===== src/rtl/itmr_pkg.sv =====
package itmr_pkg;

    parameter int CNT_BITS   = 16;
    parameter int SCALE_BITS = 8;
    localparam int SEL_BITS  = 2;

    typedef enum logic [SEL_BITS-1:0] {
        SEL_COUNT  = 2'd0,
        SEL_PERIOD = 2'd1,
        SEL_SCALE  = 2'd2,
        SEL_SPARE  = 2'd3
    } wr_sel_e;

    typedef struct packed {
        logic ld_count;
        logic ld_period;
        logic ld_scale;
    } wr_dec_t;

    function automatic wr_dec_t decode_write(input logic strobe,
                                             input logic [SEL_BITS-1:0] sel);
        wr_dec_t d;
        d.ld_count  = strobe && (sel == SEL_COUNT);
        d.ld_period = strobe && (sel == SEL_PERIOD);
        d.ld_scale  = strobe && (sel == SEL_SCALE);
        return d;
    endfunction

endpackage


===== src/rtl/itmr_cfg_regs.sv =====
module itmr_cfg_regs #(
    parameter int CNT_W = itmr_pkg::CNT_BITS,
    parameter int PS_W  = itmr_pkg::SCALE_BITS
) (
    input  logic             clk,
    input  logic             rst,
    input  itmr_pkg::wr_dec_t dec,
    input  logic [CNT_W-1:0] period_d,
    input  logic [PS_W-1:0]  scale_d,
    output logic [CNT_W-1:0] period_q,
    output logic [PS_W-1:0]  scale_q
);
    always_ff @(posedge clk) begin
        if (rst) begin
            period_q <= '0;
            scale_q  <= '0;
        end else begin
            if (dec.ld_period) period_q <= period_d;
            if (dec.ld_scale)  scale_q  <= scale_d;
        end
    end
endmodule


===== src/rtl/itmr_prescaler.sv =====
module itmr_prescaler #(
    parameter int PS_W = itmr_pkg::SCALE_BITS
) (
    input  logic            clk,
    input  logic            rst,
    input  logic            en,
    input  logic            restart,
    input  logic [PS_W-1:0] scale,
    output logic            tick
);
    logic [PS_W-1:0] remain;

    always_comb tick = en && !restart && (remain == '0);

    always_ff @(posedge clk) begin
        if (rst) begin
            remain <= '0;
        end else if (restart) begin
            remain <= scale;
        end else if (en) begin
            if (remain == '0) remain <= scale;
            else              remain <= remain - 1'b1;
        end
    end
endmodule


===== src/rtl/itmr_down_counter.sv =====
module itmr_down_counter #(
    parameter int CNT_W = itmr_pkg::CNT_BITS
) (
    input  logic             clk,
    input  logic             rst,
    input  logic             tick,
    input  logic             load,
    input  logic [CNT_W-1:0] load_val,
    input  logic [CNT_W-1:0] period,
    output logic [CNT_W-1:0] count,
    output logic             irq
);
    localparam logic [CNT_W-1:0] LAST = CNT_W'(1);

    logic terminal;
    always_comb terminal = (count <= LAST);

    always_ff @(posedge clk) begin
        if (rst) begin
            count <= '0;
            irq   <= 1'b0;
        end else begin
            irq <= 1'b0;
            if (load) begin
                count <= load_val;
            end else if (tick) begin
                if (terminal) begin
                    count <= period;
                    irq   <= 1'b1;
                end else begin
                    count <= count - 1'b1;
                end
            end
        end
    end
endmodule


===== src/rtl/interval_timer.sv =====
module interval_timer #(
    parameter int CNT_W = itmr_pkg::CNT_BITS,
    parameter int PS_W  = itmr_pkg::SCALE_BITS
) (
    input  logic             clk,
    input  logic             rst,
    input  logic             en,
    input  logic             wr_en,
    input  logic [1:0]       wr_sel,
    input  logic [CNT_W-1:0] wr_data,
    output logic [CNT_W-1:0] count,
    output logic             irq
);
    itmr_pkg::wr_dec_t dec;
    logic [CNT_W-1:0]  period_q;
    logic [PS_W-1:0]   scale_q;
    logic              tick;

    always_comb dec = itmr_pkg::decode_write(wr_en, wr_sel);

    itmr_cfg_regs #(.CNT_W(CNT_W), .PS_W(PS_W)) u_cfg (
        .clk(clk), .rst(rst), .dec(dec),
        .period_d(wr_data), .scale_d(wr_data[PS_W-1:0]),
        .period_q(period_q), .scale_q(scale_q)
    );

    itmr_prescaler #(.PS_W(PS_W)) u_div (
        .clk(clk), .rst(rst), .en(en), .restart(dec.ld_count),
        .scale(scale_q), .tick(tick)
    );

    itmr_down_counter #(.CNT_W(CNT_W)) u_cnt (
        .clk(clk), .rst(rst), .tick(tick), .load(dec.ld_count),
        .load_val(wr_data), .period(period_q), .count(count), .irq(irq)
    );
endmodule


===== config.mk =====
export PLATFORM = sky130hd
export DESIGN_NAME = interval_timer
export DESIGN_NICKNAME = d
export VERILOG_FILES = /design/src/rtl/itmr_pkg.sv /design/src/rtl/itmr_cfg_regs.sv /design/src/rtl/itmr_prescaler.sv /design/src/rtl/itmr_down_counter.sv /design/src/rtl/interval_timer.sv
export SDC_FILE = /design/constraint.sdc
export NUM_CORES = 1
export LEC_CHECK = 0
export BUFFER_PORTS_ARGS = -buffer_cell sky130_fd_sc_hd__clkbuf_2
export CORE_MARGIN = 5
export CORE_UTILIZATION = 30
export CTS_CLUSTER_DIAMETER = 100
export CTS_CLUSTER_SIZE = 12
export DETAILED_ROUTE_END_ITERATION = 8
export GPL_TIMING_DRIVEN = 0
export SLEW_MARGIN = 5
export SYNTH_ARGS = -nofsm -noshare
export SYNTH_HDL_FRONTEND = slang
export SYNTH_SLANG_ARGS = --single-unit

===== constraint.sdc =====
create_clock -name clk -period 2.8 [get_ports clk]
set_clock_uncertainty 0.1 [all_clocks]
set_input_delay 0.14 -clock clk [delete_from_list [all_inputs] [get_ports clk]]
set_output_delay 0.14 -clock clk [all_outputs]
set_load 0.005 [all_outputs]

==> run_results.csv <==
group,metric,value,unit
run_status,outcome,"finished, final reports clean",
critical_path,crit_arrival,2.34,ns
synthesis,synth_cell_type_count,63,
finish,fin_nets,438,
critical_path,critPathKind,"reg -> reg",
global_routing,antenna_found_initial,0,
pwr,power.share.combinational,62.0,%
pwr,power_density,1240,nW/um2
placed_design,finalWeightedCongestion,0.901,
finish,drive_gt1_share,17.7,%
global_routing,grt_max_degree,17,
sta,finalCritPeriodShare,79.6,%
route,dr.pass1.iters,4,
clock_tree,clock_sink_count,49,
synthesis,synth_nets,379,
synthesis,synthArstFlopShare,0,%
pwr,seqPwrFrac,27.0,%
finish,final_cells,524,
finish,final_core_util,36.8,%
placed_design,hpwl,6300,um
floorplanning,ios,39,
synthesis,ys.flop_type,"dfxtp_1",
floorplanning,die_area,11400,um2
critical_path,start_kind,"flip-flop",
finish,fillers,1005,
clock_tree,cts-root-buf,"clkbuf_8",
finish,syn2layout_area_growth,20.2,%
synthesis,synth_seq_cells,49,
pwr,switching_share,48.8,%
critical_path,end_kind,"flip-flop",
synthesis,synth_edf_count,0,
global_routing,grt_pass1_wl,13800,um
finish,insertedDiodeCount,0,
clock_tree,clock_latency,0.31,ns
clock_tree,post_cts_buffers,0,
synthesis,avgSynthCellArea,7.97,um2
floorplanning,core_area,9200,um2
floorplanning,fp-row-count,35,
critical_path,crit_buf_inv,3,
sta,final_max_slew_viol_count,0,
hold_path,hold_path.class,"in -> reg",
synthesis,synth_area,2810,um2
placed_design,place_inst,502,
route,num_vias,2811,
sta,hold_violations,0,
flow_run,cap_violations,0,
sta,rsz0062_at_grt,"no",
synthesis,yosysWarnings,0,
route,wl_per_cell,16.2,um
floorplanning,die_x,107,um
floorplanning,die_h,107,um
pwr,clkPwrFrac,11.0,%
clock_tree,clkTransAtPathRegs,0.10,ns
finish,seq_area,981,um2
clock_tree,cts_resized,0,
critical_path,cp_top_family,"compound AO/OA/AOI/OAI gates",
clock_tree,cts_tree,"built",
sta,setup_viol,0,
critical_path,crit_fanout,9,
pwr,p_int,2.15,mW
global_routing,grt-ovfl-total,0,
route,dr.first_iter.drc_count,242,
synthesis,ys_seq_area_share,34.9,%
route,drc,0,
sta,period_needed,2.23,ns
sta,slew_headroom,57.4,%
critical_path,crit_required,2.91,ns
clock_tree,htreeDepth,2,
route,ant_nets,0,
pwr,power.leakage,1.36,nW
floorplanning,start_util,30.6,%
placed_design,port_buffers,38,
sta,tns,0,ns
sta,worst_pin_slew,0.633,ns
critical_path,critPathMaxStageDelay,0.44,ns
sta,fmax,449,MHz
clock_tree,clock_path_buffers,2,
clock_tree,ctsHoldBuffers,14,
clock_tree,cts_buffers,5,
critical_path,worstPathCellList,"inv_1 > ha_1 > buf_2 > or4b_1 > clkbuf_1 > o21ai_0 > nor2_1 > o41ai_2",
finish,multi_input_area,1690,um2
synthesis,synth_cells,353,
pwr,peakVddDrop,0.000411,V
critical_path,slowest_stage,"or4b_1",
route,viasPerCell,5.36,
route,wirelength,8470,um
global_routing,grt.total_usage,15.2,%
global_routing,grt_pass1_vias,2745,
pwr,p_switching,2.05,mW
metrics by stage:
stage	setup slack (ns)	power (mW)	hold slack [ns]	area [um2]
2_1_floorplan	0.832	3.04	0.176	2810
3_3_place_gp	0.657	3.67	0.281	3140
3_5_place_dp	0.620	3.72	0.291	3140
4_1_cts	0.593	4.21	0.00365	3380
5_1_grt	0.379	4.57	0.0294	3380
6_report	0.572	4.20	0.00713	3380
cell usage in the layout (no fill, tap or decap), types with 5 or more instances in the layout:
master,Yosys,routed
clkbuf_8,0,6
nand2_1,58,58
a21oi_1,27,27
nor2_1,36,36
o21ai_0,18,18
mux2i_1,13,13
clkbuf_2,0,38
a21o_1,13,13
o21ai_1,8,8
inv_1,8,8
dlygate4sd3_1,0,14
buf_2,6,6
dfxtp_1,49,49
clkbuf_1,12,12
nand3_1,18,18
a211oi_1,5,5
layer usage:
layer	wire [um]	vias to the layer above	global-route usage, %
li1	-	1387	-
met1	3890	1352	20.1
met2	4030	64	25.0
met3	407	8	2.71
met4	143	0	5.11
met5	0	-	0
tightest hold or removal path: cells and delay by family:
family,cells,cell delay [ns]
buffers and inverters,1,0.12
AND/OR/NAND/NOR,1,0.07
AO/OA/AOI/OAI,1,0.05
power groups by stage:
stage	clock network [mW]	registers, mW	logic (mW)
after CTS	0.476	1.13	2.60
after global routing	0.503	1.17	2.89
after global placement	0	1.15	2.53
final	0.462	1.13	2.61
after detailed placement	0	1.15	2.57
after floorplan	0	1.10	1.94
cell usage after synthesis (2+ instances only):
cell type / instances / area [um2]
ha_1: 4 / 50.1
a31oi_1: 3 / 18.8
o22ai_1: 2 / 12.5
buf_1: 2 / 7.51
nand3_1: 18 / 90.1
a22oi_1: 2 / 15.0
mux2i_1: 13 / 130
a211oi_1: 5 / 37.5
buf_2: 6 / 30.0
nand4_1: 4 / 25.0
nor2_1: 36 / 135
o21ai_1: 8 / 40.0
o41ai_2: 4 / 65.1
clkbuf_1: 12 / 45.0
nor4_4: 3 / 63.8
nor4_1: 3 / 18.8
or3_1: 3 / 18.8
nand4b_1: 3 / 26.3
dfxtp_1: 49 / 981
a21o_1: 13 / 97.6
xnor2_1: 4 / 35.0
o31ai_1: 3 / 22.5
buf_6: 2 / 22.5
inv_1: 8 / 30.0
nand3b_1: 3 / 22.5
nand2_1: 58 / 218
nor3_1: 3 / 15.0
o21ai_0: 18 / 90.1
a21oi_1: 27 / 135
area by class of cell:
class | instances | share of cell area, %
inverter | 8 | 0.888
timing repair buffer | 52 | 9.77
sequential | 49 | 29.0
multi-input combinational | 273 | 50.0
tap | 111 | 4.11
clock buffer | 6 | 2.44
clock inverter | 2 | 0.481
buffer | 23 | 3.33
cells by family (layout without fill, tap and decap cells):
logic type	count (synthesis)	in the layout	synth area share (%)
simple gates	153	153	28.7
compound gates	97	97	23.0
flops	49	49	34.9
buf+inv	31	91	5.07
mux	14	14	5.02
xor+xnor	5	5	1.56
fa+ha+maj	4	4	1.78
final timing paths:
check	cells past startpoint	to	from	slack, ns
setup / recovery	8	u_cnt.count[10]	u_cnt.count[0]	0.57
hold / removal	3	u_cfg.period_q[0]	wr_data[0]	0.007
setup reg to reg	8	u_cnt.count[10]	u_cnt.count[0]	0.57
hold reg to reg	2	u_cfg.period_q[3]	u_cfg.period_q[3]	0.36
flip-flops by register name, indices dropped and copies added (netlist names):
| register | flops |
|---|---|
| u_cfg.period_q | 16 |
| u_cnt.count | 16 |
| u_cfg.scale_q | 8 |
| u_div.remain | 8 |
| u_cnt.irq | 1 |
(Power assumes the default switching activity.)
